File: config.mk
export PLATFORM = sky130hd
export DESIGN_NAME = backplane_arbiter
export DESIGN_NICKNAME = d
export VERILOG_FILES = /design/src/rtl/backplane_arbiter.sv
export SDC_FILE = /design/constraint.sdc
export NUM_CORES = 1
export LEC_CHECK = 0
export ABC_AREA = 1
export BUFFER_PORTS_ARGS = -buffer_cell sky130_fd_sc_hd__buf_2
export CORE_MARGIN = 4
export CORE_UTILIZATION = 56
export DETAILED_ROUTE_END_ITERATION = 7
export PLACE_DENSITY_LB_ADDON = 0.2
export REMOVE_ABC_BUFFERS = 1
export SLEW_MARGIN = 0
export SYNTH_ARGS = -nofsm -noshare
export SYNTH_HDL_FRONTEND = slang
export SYNTH_SLANG_ARGS = --single-unit
export TNS_END_PERCENT = 50
File: constraint.sdc
create_clock -name clk -period 17.5 [get_ports clk]
set_input_delay 3.5 -clock clk [delete_from_list [all_inputs] [get_ports clk]]
set_output_delay 3.5 -clock clk [all_outputs]
set_load 0.02 [all_outputs]
File: src/rtl/backplane_arbiter.sv
module backplane_arbiter #(
  parameter int SLOTS = 21
) (
  input  logic               clk,
  input  logic               rst_n,
  input  logic [1:0]         arb_mode,
  input  logic [2*SLOTS-1:0] slot_lvl,
  input  logic [SLOTS-1:0]   want_bus,
  input  logic [SLOTS-1:0]   xfer_end,
  input  logic [SLOTS-1:0]   hold_policy,
  input  logic [SLOTS-1:0]   fair_en,
  output logic [3:0]         bus_req,
  output logic [3:0]         bus_grant,
  output logic               bus_busy,
  output logic [SLOTS-1:0]   slot_pend,
  output logic [SLOTS-1:0]   slot_owner
);
  localparam int LEVELS = 4;

  logic [SLOTS-1:0]  req_q, own_q;
  logic [LEVELS-1:0] chain [0:SLOTS];
  logic [LEVELS-1:0] bg_q, pick;
  logic [1:0]        rr_q, pick_lvl;

  assign bus_busy   = |own_q;
  assign bus_grant  = bg_q;
  assign slot_pend  = req_q;
  assign slot_owner = own_q;
  assign chain[0]   = bg_q;

  always_comb begin
    bus_req = '0;
    for (int i = 0; i < SLOTS; i++)
      bus_req[slot_lvl[2*i +: 2]] = bus_req[slot_lvl[2*i +: 2]] | req_q[i];
  end

  always_comb begin
    logic [1:0] l;
    pick = '0;
    case (arb_mode)
      2'd1:
        for (int k = 0; k < LEVELS; k++) begin
          l = rr_q + 2'(k);
          if (pick == '0 && bus_req[l]) pick[l] = 1'b1;
        end
      2'd2: pick[3] = bus_req[3];
      default:
        for (int k = LEVELS - 1; k >= 0; k--)
          if (pick == '0 && bus_req[k]) pick[k] = 1'b1;
    endcase
  end

  always_comb begin
    pick_lvl = '0;
    for (int k = 0; k < LEVELS; k++)
      if (pick[k]) pick_lvl = 2'(k);
  end

  always_ff @(posedge clk) begin
    if (!rst_n) begin
      bg_q <= '0;
      rr_q <= '0;
    end else if (bg_q != '0) begin
      if (bus_busy) bg_q <= '0;
    end else if (!bus_busy && pick != '0) begin
      bg_q <= pick;
      rr_q <= pick_lvl + 2'd1;
    end
  end

  for (genvar i = 0; i < SLOTS; i++) begin : g_slot
    logic [1:0] lv;
    logic r_q, o_q, done_q, take, drop;

    assign lv  = slot_lvl[2*i +: 2];
    assign chain[i+1] = chain[i] & ~({LEVELS{r_q | o_q}} & (4'b0001 << lv));
    assign take = r_q & chain[i][lv] & ~bus_busy;
    assign drop = hold_policy[i] ? ((done_q | xfer_end[i]) & (|bus_req))
                                 : xfer_end[i];
    assign req_q[i] = r_q;
    assign own_q[i] = o_q;

    always_ff @(posedge clk) begin
      if (!rst_n) begin
        r_q    <= 1'b0;
        o_q    <= 1'b0;
        done_q <= 1'b0;
      end else if (o_q) begin
        if (drop) begin
          o_q    <= 1'b0;
          done_q <= 1'b0;
        end else begin
          done_q <= done_q | xfer_end[i];
        end
      end else if (take) begin
        r_q    <= 1'b0;
        o_q    <= 1'b1;
        done_q <= 1'b0;
      end else if (!r_q && want_bus[i] && !(fair_en[i] && bus_req[lv])) begin
        r_q <= 1'b1;
      end
    end


    rwd_release_chk: assert property (@(posedge clk) disable iff (!rst_n)
      (o_q && !hold_policy[i] && xfer_end[i]) |=> !o_q);


    fair_hold_chk: assert property (@(posedge clk) disable iff (!rst_n)
      (fair_en[i] && !r_q && !o_q && bus_req[lv]) |=> !r_q);


    own_no_req_chk: assert property (@(posedge clk) disable iff (!rst_n)
      !(r_q && o_q));
  end


  one_grant_chk: assert property (@(posedge clk) disable iff (!rst_n)
    $onehot0(bus_grant) && $onehot0(slot_owner));


  grant_rise_chk: assert property (@(posedge clk) disable iff (!rst_n)
    (bus_grant != '0 && $past(bus_grant) == '0) |-> !$past(bus_busy));


  grant_fall_chk: assert property (@(posedge clk) disable iff (!rst_n)
    ($past(bus_grant) != '0 && bus_grant == '0) |-> $past(bus_busy));


  single_lvl_chk: assert property (@(posedge clk) disable iff (!rst_n)
    (arb_mode == 2'd2) |-> (bus_grant[2:0] == 3'b000));
endmodule

==> Flow_metrics.wiki <==
{| class="wikitable"
! Metric !! Value
|-
| Run status || finished clean
|-
| Final Slew Violations || 0
|-
| Avg Synthesized Cell Area || about 5.5 sq um
|-
| Row Count || 43
|-
| Die ar. || around 16,000 sq um
|-
| Wire length of the first global-routing pass || 40,400 um
|-
| DR WL/cell || about 14 um
|-
| Synth unique cells || 37
|-
| Final critical-path share of the clock period || 88.3%
|-
| Tightest Pin Transition || about 1.2 ns
|-
| CTS sink count || 69
|-
| Depth of the worst register-to-register path || a little over 100
|-
| Iteration count of the initial detailed-routing pass || 7
|-
| Share of layout cells above drive strength 1 || between 10% and 20%
|-
| Core area || 13,900 sq um
|-
| Vias per cell || approximately 5.6
|-
| Die height || about 130 um
|-
| Post-DP HPWL || 19,600 um
|-
| Required time worst endpoint || 14.00 ns
|-
| Capture point of the worst reg-to-reg path || bus_grant[3]$_SDFFE_PN0P_
|-
| Final wirelength || roughly 25,000 um
|-
| Tmin final || approximately 15 ns
|-
| Maximum Capacitance Violations || 0
|-
| Critical Path Max Stage Delay || about 0.21 ns
|-
| Crit Reg-Reg Startpoint || g_slot[0].r_q$_SDFFE_PN0P_
|-
| Number of cells on the worst hold path || 2
|-
| Die width || 127 um
|-
| GP Congestion || between 0.9 and 1
|-
| Setup TNS Final || 0 ns
|-
| Clock tree from TritonCTS || yes
|-
| Most frequent cell on the critical path || nand3_1
|-
| Skew-Pair Late Insertion Delay || approximately 0.35 ns
|-
| Critical-path maximum fanout || 6
|-
| Number of antenna-violating nets in the routed design || 0
|-
| Tightest hold margin || between 0.4 and 0.5 ns
|-
| Portion of the post-synthesis area used by sequential elements || 17.5%
|-
| Total inserted antenna cells || 0
|-
| Worst clock skew || about 0.005 ns
|-
| Remaining design rule violation count || 0
|-
| Leak Pwr || about 4.7 nW
|-
| Final setup viols || 0
|-
| Layout overhead on the synthesized area || 13.8%
|-
| I/O Buffers || 180
|-
| Hold_buf cts || 0
|-
| Remaining global-route overflow || 0
|-
| Number of cells produced by synthesis || 1,441
|-
| Worst Hold Launch || g_slot[10].done_q$_SDFFE_PN0P_
|-
| Total number of yosys warnings || 0
|-
| Global routing usage summed across all routing layers || about 30%
|-
| Layout Nets || 1,715
|-
| CTS H-tree lvls || 3
|-
| Max IR drop VDD || slightly below 0.1 mV
|-
| Slowest stage cell, crit path || buf_2
|-
| FF+latch count, synth || between 60 and 70
|-
| RSZ-0062 raised after global routing || no
|-
| Pin count of the biggest net entering global routing || 69
|-
| Vias in the first global route || around 8,900
|-
| Hold Path Sink || g_slot[10].done_q$_SDFFE_PN0P_
|-
| Num CTS Buffers || 9
|-
| Data arrival time of the critical path || 11.96 ns
|-
| Netlist Area Pre-Place || approximately 8000 sq um
|-
| Top-level port count || 181
|-
| Final-report hold violation count || 0
|-
| Endpoint type of the worst setup path || output port
|-
| DR vias || 9,785
|-
| Max Buffers Root-to-Sink || 2
|-
| Cts repair resizes || 0
|-
| Starting density of the core || between 50% and 60%
|-
| DR iter-0 viols || 900
|-
| Smallest setup slack after layout || 2.04 ns
|-
| Post-placement worst setup slack || 2.23 ns
|-
| Path class of the lowest-slack min-delay path || reg -> reg
|-
| Worst rel slew slack || 18.6%
|-
| Power density over the cells || 94.5 nW/um^2
|-
| Cell chosen for the clock root || clkbuf_16
|-
| Reg2reg setup slack || between 6 and 7 ns
|-
| Post-CTS setup buffer count || 0
|-
| Achievable frequency || ~0.065 GHz
|-
| Clock transition at path regs || 0.06 ns
|-
| Crit Path Class || in -> out
|-
| Type of element launching the critical path || primary input
|-
| Antenna violations before repair || 0
|}
[cell usage after synthesis, drive strengths merged]
cell / count / area share [%]
inv: 272 / 13
o211ai: 13 / 1.2
a221oi: 13 / 1.4
nor3b: 17 / 1.6
a311oi: 1 / 0.11
ha: 8 / 1.3
nor4: 2 / 0.16
o22ai: 28 / 2.2
nand2: 289 / 14
o2111ai: 3 / 0.33
clkinv: 1 / 0.047
or2: 22 / 1.7
nand3: 202 / 13
clkbuf: 17 / 0.81
dfxtp: 69 / 17
a211oi: 3 / 0.28
o311ai: 1 / 0.11
buf: 44 / 4.1
nor2: 181 / 9.5
a31oi: 23 / 1.8
a21oi: 146 / 9.3
o31ai: 21 / 2.1
nand3b: 1 / 0.095
o221a: 1 / 0.14
o21a: 4 / 0.38
nor3: 7 / 0.44
o21ai: 41 / 2.6
nand4: 11 / 0.87
[per-layer routing]
layer  routed length (um)  vias to the layer above  GRT usage, %  share of wire, %
met5                    0                        -             0                 0
met4                  750                        0          10.0               3.0
met3                 2000                       68          6.57               8.0
met2                11300                      395          48.8                45
met1                11000                     4343          39.3                44
li1                     -                     4979             -                 -
[how the worst max path moves through the flow]
stage / from / end / slack (ns)
after floorplan: slot_lvl[3] / bus_req[3] / 3.40
after global placement: slot_lvl[2] / bus_req[3] / 2.55
after detailed placement: slot_lvl[2] / bus_req[3] / 2.23
after CTS: slot_lvl[2] / bus_req[3] / 2.13
after global routing: slot_lvl[2] / bus_req[3] / 0.77
final: slot_lvl[2] / bus_req[2] / 2.04
[power breakdown]
group          switching [mW]  internal, mW  leakage [nW]
clock                  0.0776         0.114         0.140
sequential             0.0211         0.174         0.563
combinational           0.316         0.148          4.04
total                   0.415         0.436          4.74
[metrics by stage]
| stage | cell area, sq um | total power, mW | util [%] | instances |
|---|---|---|---|---|
| 2_1_floorplan | 7520 | 0.518 | - | 1380 |
| 3_3_place_gp | 8700 | 0.649 | 62.7 | 1746 |
| 3_5_place_dp | 8700 | 0.651 | 62.7 | 1746 |
| 4_1_cts | 9000 | 0.843 | 64.9 | 1762 |
| 5_1_grt | 9000 | 0.915 | 64.9 | 1762 |
| 6_report | 9000 | 0.851 | 64.9 | 1762 |
[worst max-delay path: cells and delay by family]
family	cells	cell delay, ns
AND/OR/NAND/NOR	81	8.02
buffers and inverters	3	0.42
[cells in the final DEF (no fill, tap or decap), drive strengths merged, types with 4 or more instances in the layout]
cell type / synthesis / routed
a21oi: 146 / 146
a221oi: 13 / 13
a31oi: 23 / 23
buf: 44 / 186
clkbuf: 17 / 10
dfxtp: 69 / 69
ha: 8 / 8
inv: 272 / 272
nand2: 289 / 289
nand3: 202 / 202
nand4: 11 / 11
nor2: 181 / 181
nor3: 7 / 7
nor3b: 17 / 17
o211ai: 13 / 13
o21a: 4 / 4
o21ai: 41 / 41
o22ai: 28 / 28
o31ai: 21 / 21
or2: 22 / 22
[flip-flops by register name, summed over array words and instances, names as in the netlist]
register       cells
g_slot.done_q     21
g_slot.o_q        21
g_slot.r_q        21
bus_grant          4
rr_q               2
[layout make-up]
| type | count | area [sq um] |
|---|---|---|
| clock buffer | 10 | 239 |
| clock inverter | 6 | 62.6 |
| fill | 1397 | 4880 |
| inverter | 273 | 1020 |
| multi-input combinational | 1038 | 5120 |
| sequential | 69 | 1380 |
| tap | 180 | 225 |
| timing repair buffer | 186 | 946 |
[logic make-up after synthesis]
kind of cell    Yosys count  share of synthesized area, %
compound gates          298                          22.0
fa+ha+maj                 8                          1.27
buf+inv                 334                          17.8
flops                    69                          17.5
simple gates            732                          41.4
(Power assumes the default switching activity.)
